--- config.mk ---
export PLATFORM = sky130hd
export DESIGN_NAME = chg_irq
export DESIGN_NICKNAME = d
export VERILOG_FILES = /design/src/rtl/chg_irq.sv
export SDC_FILE = /design/constraint.sdc
export NUM_CORES = 1
export LEC_CHECK = 0
export BUFFER_PORTS_ARGS = -buffer_cell sky130_fd_sc_hd__buf_2
export CELL_PAD_IN_SITES_DETAIL_PLACEMENT = 1
export CELL_PAD_IN_SITES_GLOBAL_PLACEMENT = 1
export CORE_UTILIZATION = 42
export CTS_CLUSTER_DIAMETER = 40
export DETAILED_ROUTE_END_ITERATION = 7
export HOLD_SLACK_MARGIN = 0.15
export PLACE_DENSITY_LB_ADDON = 0.2
export SLEW_MARGIN = 20
export SYNTH_ARGS = -nofsm -noshare
export SYNTH_HDL_FRONTEND = slang
export SYNTH_SLANG_ARGS = --single-unit
--- constraint.sdc ---
create_clock -name clk -period 1.43 [get_ports clk]
set_input_delay 0.2145 -clock clk [delete_from_list [all_inputs] [get_ports clk]]
set_output_delay 0.2145 -clock clk [all_outputs]
set_load 0.01 [all_outputs]
--- src/rtl/chg_irq.sv ---
module chg_irq #(
  parameter int W = 8,
  parameter int AW = 8,
  parameter logic [AW-1:0] MASK_OFS = 8'h45,
  parameter logic [AW-1:0] SRC_OFS = 8'h46
) (
  input  logic          clk,
  input  logic          rst_n,
  input  logic [W-1:0]  pins,
  input  logic          port_rd,
  input  logic [AW-1:0] addr,
  input  logic          wr_en,
  input  logic [W-1:0]  wr_data,
  input  logic          rd_en,
  output logic [W-1:0]  rd_data,
  output logic          irq_n
);

  logic [W-1:0] meta_q, sync_q, snap_q, mask_q;
  logic [W-1:0] pend, src;
  logic         mask_wr;

  assign mask_wr = wr_en && (addr == MASK_OFS);
  assign pend    = sync_q ^ snap_q;
  assign src     = pend & ~mask_q;
  assign irq_n   = ~|src;

  always_ff @(posedge clk or negedge rst_n) begin
    if (!rst_n) begin
      meta_q <= '0;
      sync_q <= '0;
    end else begin
      meta_q <= pins;
      sync_q <= meta_q;
    end
  end

  always_ff @(posedge clk or negedge rst_n) begin
    if (!rst_n)       snap_q <= '0;
    else if (port_rd) snap_q <= sync_q;
  end

  always_ff @(posedge clk or negedge rst_n) begin
    if (!rst_n)       mask_q <= '1;
    else if (mask_wr) mask_q <= wr_data;
  end

  always_ff @(posedge clk or negedge rst_n) begin
    if (!rst_n) rd_data <= '0;
    else if (rd_en) begin
      if (addr == MASK_OFS)     rd_data <= mask_q;
      else if (addr == SRC_OFS) rd_data <= src;
      else                      rd_data <= '0;
    end
  end

  a_r1_mask_after_reset: assert property (@(posedge clk) disable iff (!rst_n)
    $rose(rst_n) |-> (mask_q == '1 && irq_n));

  a_r5_unmask_raises: assert property (@(posedge clk) disable iff (!rst_n)
    (mask_wr && !port_rd && |((meta_q ^ snap_q) & ~wr_data)) |=> !irq_n);

  a_r6_mask_all_releases: assert property (@(posedge clk) disable iff (!rst_n)
    (mask_wr && wr_data == '1) |=> irq_n);

  a_r8_port_read_clears: assert property (@(posedge clk) disable iff (!rst_n)
    (port_rd && meta_q == sync_q) |=> (irq_n && pend == '0));

  a_r7_src_hides_masked: assert property (@(posedge clk) disable iff (!rst_n)
    (rd_en && addr == SRC_OFS) |=> ((rd_data & $past(mask_q)) == '0));

  a_r10_unmapped_zero: assert property (@(posedge clk) disable iff (!rst_n)
    (rd_en && addr != SRC_OFS && addr != MASK_OFS) |=> rd_data == '0);

  a_r10_src_write_ignored: assert property (@(posedge clk) disable iff (!rst_n)
    (wr_en && addr != MASK_OFS) |=> $stable(mask_q));

endmodule

# --- Word level (Yosys, flattened, before mapping) ---
# Cells that the tools add are included.
totals:
  register_bits: 40
  input_bits: 29
op_classes:
  eq_ne: 2
  reduce_logical: 3
  n_mux: 2
  n_bitwise: 3
ops:
  columns: ["op", "n"]
  rows:
  - ["== test 8 x 7 -> 1 bit (second input constant)", 2]
  - ["2-to-1 mux 8 bit", 2]
  - ["bitwise AND 8 bit", 1]
  - ["inverter 8 bit", 1]
  - ["OR reduction 8 bit", 1]
  - ["bitwise XOR 8 bit", 1]
  - ["logical AND 1 bit", 1]
  - ["logical NOT 1 bit", 1]

# --- Logic depth before layout (Yosys ltp) ---
logic_depth:
  word_depth: 4
  mapped_depth: 4
  ltp_nobuf: 3

# --- Worst setup path before layout ---
# Ideal clock, no wire load.
synth_timing:
  path_kind: "register to output"
  from: "register snap_q[1]"
  to: "output irq_n"
  required_ps: 1216
  arrival_time_ps: 1107
  path_stages_with_launch: 4
  n_path_buf: 0
  path_slack_ps: 108
  cell_sequence: "dfrtp_1 > xnor2_1 > o22ai_1 > nor4_1"
synth_between:
  elab_chain_cells: 4
synth_rtl:
  columns: ["item", "line", "text"]
  rows:
  - ["start, declared", "19", "logic [W-1:0] meta_q, sync_q, snap_q, mask_q;"]
  - ["start signal, assigned", "40", "else if (port_rd) snap_q <= sync_q;"]
  - ["bitwise XOR 8 bit", "24", "assign pend = sync_q ^ snap_q;"]
  - ["bitwise AND 8 bit", "25", "assign src = pend & ~mask_q;"]
  - ["OR reduction 8 bit", "26", "assign irq_n = ~|src;"]
  - ["logical NOT 1 bit", "26", null]
  - ["end, declared", "16", "output logic irq_n"]
# Every way passes these cells.

# --- Final worst setup path ---
layout_timing:
  from: "register snap_q[2]"
  to: "output irq_n"
# The elaborated chain is that of the path after synthesis.

==> impl_metrics.csv <==
group,metric,value,unit
run_status,outcome,"finished, violations left",
run_status,violations,"setup timing",
setup_path,path_max_fanout,2,
clock_network,numClockSinks,40,
hold_path,hp-start,"wr_data[5]",
clock_network,cts_buffers,5,
grt,grt_pass1_wl,5240,um
routing,dr.pass1.iters,4,
setup_path,cp.required,1.22,ns
power_and_ir_drop,powerDensity,1120,nW/um^2
yosys,yosys_register_bits,40,
sta,max_freq,596,MHz
die,start_util,0.455,
setup_path,r2r_setup_slack,0.33,ns
grt,grt_overflow_total,0,
clock_network,cts_tree,"yes",
yosys,avgSynthCellArea,15.0,um^2
clock_network,clk_pin_slew,0.08,ns
die,die_h,63.3,um
yosys,synth.top_cells.by_area,"dfrtp_1, dfstp_2, mux2_2, xnor2_1, nor2b_1",
setup_path,arrival,1.46,ns
sta,setup_tns,-0.249,ns
grt,track_usage,0.174,
yosys,synth_area,1580,um^2
die,num_rows,21,
place,dpl.hpwl,2090,um
sta,rsz0062_at_grt,"true",
job,maxCapViolCount,0,
grt,antenna_found_initial,0,
power_and_ir_drop,leakage,0.992,nW
routing,drt_iter0_markers,23,
power_and_ir_drop,worst_ir_drop_vdd,0.808,mV
clock_network,htreeDepth,2,
routing,ant_nets,0,
yosys,yosysTopAreaCellShare,0.508,
sta,hold_viol,0,
layout,syn_to_final_growth,34.1,%
power_and_ir_drop,p_seq_frac,0.523,
sta,slew_viol_final,0,
setup_path,worstRegToRegCells,3,
hold_path,hp-class,"in -> reg",
yosys,syn_inst,105,
setup_path,cp-start-kind,"flip-flop",
routing,via_per_inst,5.00,
grt,first_global_vias,1161,
routing,wl,3000,um
clock_network,cts-root-buf,"clkbuf_8",
die,pin_count,38,
routing,wl_per_cell,14.4,um
yosys,yosys_warnings,0,
place,gp_congestion,0.720,
die,dieWidth,63.3,um
sta,worst_pin_slew,0.311,ns
grt,grt_max_degree,41,
power_and_ir_drop,switching_share,0.218,
sta,max_slew_margin,0.792,
setup_path,cp-endpoint,"irq_n",
routing,vias,1039,
yosys,ys_seq_area_frac,0.641,
yosys,ys_types,18,
power_and_ir_drop,p_sw,519,uW
sta,fin_crit_sh,1.17,
place,placement.io_buffers,37,
place,dp_cells,189,
setup_path,cp-end-kind,"output port",
yosys,yosys.area.top_type,"dfrtp_1",
layout,drive_gt1_frac,0.512,
power_and_ir_drop,p_int,1.86,mW
layout,finalNonFillerCells,208,
routing,drcViolationCount,0,
clock_network,worstSkewPairLatency,0.29,ns
sta,setup_viol,1,
sta,period_minus_slack,1.68,ns
sta,clock_skew,0.00604,ns
setup_path,worstSetupStartpoint,"snap_q[2]",
setup_path,rr_startpoint,"snap_q[0]",
yosys,syn_nets,134,
sta,worst_slack,-0.249,ns
layout,diodes,0,
die,coreArea,3470,um^2
die,die-area,4010,um^2
layout,nFillCells,360,
layout,nets,190,
power_and_ir_drop,clkPwrFrac,0.372,
setup_path,crit_type,"reg -> out",
setup_path,rr_endpoint,"rd_data[0]",
power_and_ir_drop,comb_power_share,0.105,
clock_network,clockBufferDepth,2,
==> metrics by stage <==
stage | cell area (um^2) | hold slack (ns) | power (mW) | setup slack, ns | utilization
floorplan | 1580 | -0.0811 | 1.36 | 0.108 | -
global placement | 1850 | 0.191 | 1.45 | -0.0996 | 0.533
detailed placement | 1850 | 0.198 | 1.46 | -0.0829 | 0.533
CTS | 2120 | 0.151 | 2.41 | -0.252 | 0.610
global route | 2120 | 0.156 | 2.47 | -0.295 | 0.610
finish | 2120 | 0.159 | 2.38 | -0.249 | 0.610
==> cells in the final DEF (no fill, tap or decap) <==
cell / netlist / final
nor4b_4: 1 / 1
and3_2: 1 / 1
clkbuf_8: 0 / 5
nor4_1: 1 / 1
o31ai_1: 4 / 4
buf_12: 0 / 1
nor2_1: 4 / 4
bufinv_16: 0 / 1
dlygate4sd3_1: 0 / 10
nand4b_1: 1 / 1
and3b_1: 2 / 2
nand4_4: 1 / 1
mux2_2: 16 / 16
clkbuf_1: 2 / 1
and4_2: 1 / 1
nor2b_1: 11 / 11
dfstp_2: 8 / 8
a41oi_1: 4 / 4
buf_4: 0 / 3
o22ai_1: 4 / 4
xnor2_2: 0 / 7
clkinv_2: 0 / 1
a221o_1: 4 / 4
dfrtp_1: 32 / 32
buf_2: 0 / 37
xnor2_1: 8 / 1
==> Yosys cell counts, drive strengths merged <==
| library cell | instances |
|---|---|
| a41oi | 4 |
| dfrtp | 32 |
| nand4 | 1 |
| nor4 | 1 |
| nand4b | 1 |
| o22ai | 4 |
| a221o | 4 |
| nor2 | 4 |
| and3 | 1 |
| and3b | 2 |
| dfstp | 8 |
| clkbuf | 2 |
| and4 | 1 |
| mux2 | 16 |
| nor2b | 11 |
| nor4b | 1 |
| xnor2 | 8 |
| o31ai | 4 |
==> logic make-up after synthesis <==
group | Yosys count | share of synthesized area
DFF | 40 | 0.641
and+or+nand+nor | 23 | 0.113
AOI/OAI and AO/OA | 16 | 0.0825
muxes | 16 | 0.114
xor gates and xnor gates | 8 | 0.0444
buffers and inverters | 2 | 0.00476
==> layer usage <==
| layer | track usage | share of wire | up-vias |
|---|---|---|---|
| met5 | 0 | 0 | - |
| met4 | 0.0511 | 0.0097 | 0 |
| met3 | 0.0543 | 0.051 | 4 |
| met2 | 0.319 | 0.54 | 30 |
| met1 | 0.191 | 0.40 | 508 |
| li1 | - | - | 497 |
==> power groups by stage <==
stage | Clock (mW) | Combinational, mW | Sequential, mW
after floorplan | 0 | 0.110 | 1.25
after global placement | 0 | 0.197 | 1.25
after detailed placement | 0 | 0.207 | 1.26
after CTS | 0.911 | 0.252 | 1.24
after global routing | 0.948 | 0.273 | 1.25
final | 0.885 | 0.249 | 1.24
==> worst max-delay path: stages (launching register included) <==
cell and delay, ns:
dfrtp_1 0.41, xnor2_2 0.19, o22ai_1 0.11, nor4_1 0.28
buf_2 0.19
==> sequential cells by signal, summed over array words and instances (netlist names) <==
register,count
sync_q,8
snap_q,8
mask_q,8
meta_q,8
rd_data,8
==> how the worst min path moves through the flow <==
stage                endpoint  depth (start not counted)  slack [ns]
floorplan           meta_q[0]                          0       -0.08
detailed placement  meta_q[0]                          2        0.20
global route        mask_q[7]                          2        0.16
CTS                 mask_q[2]                          2        0.15
finish              mask_q[5]                          2        0.16
global placement    meta_q[0]                          2        0.19
==> what timing repair did <==
action	CTS	global route
buffers inserted	1	0
hold buffers	10	0
hold endpoints to repair	49	0
gates resized for setup	7	0
setup endpoints to repair	1	1
pin swaps	4	2
==> area by class of cell <==
cell class | instances | area (um^2) | area share
sequential | 40 | 1010 | 0.478
timing repair buffer | 51 | 328 | 0.155
multi-input combinational | 63 | 612 | 0.289
clock inverter | 2 | 35.0 | 0.0166
tap | 46 | 57.6 | 0.0272
clock buffer | 6 | 72.6 | 0.0343
(Power assumes the default switching activity.)
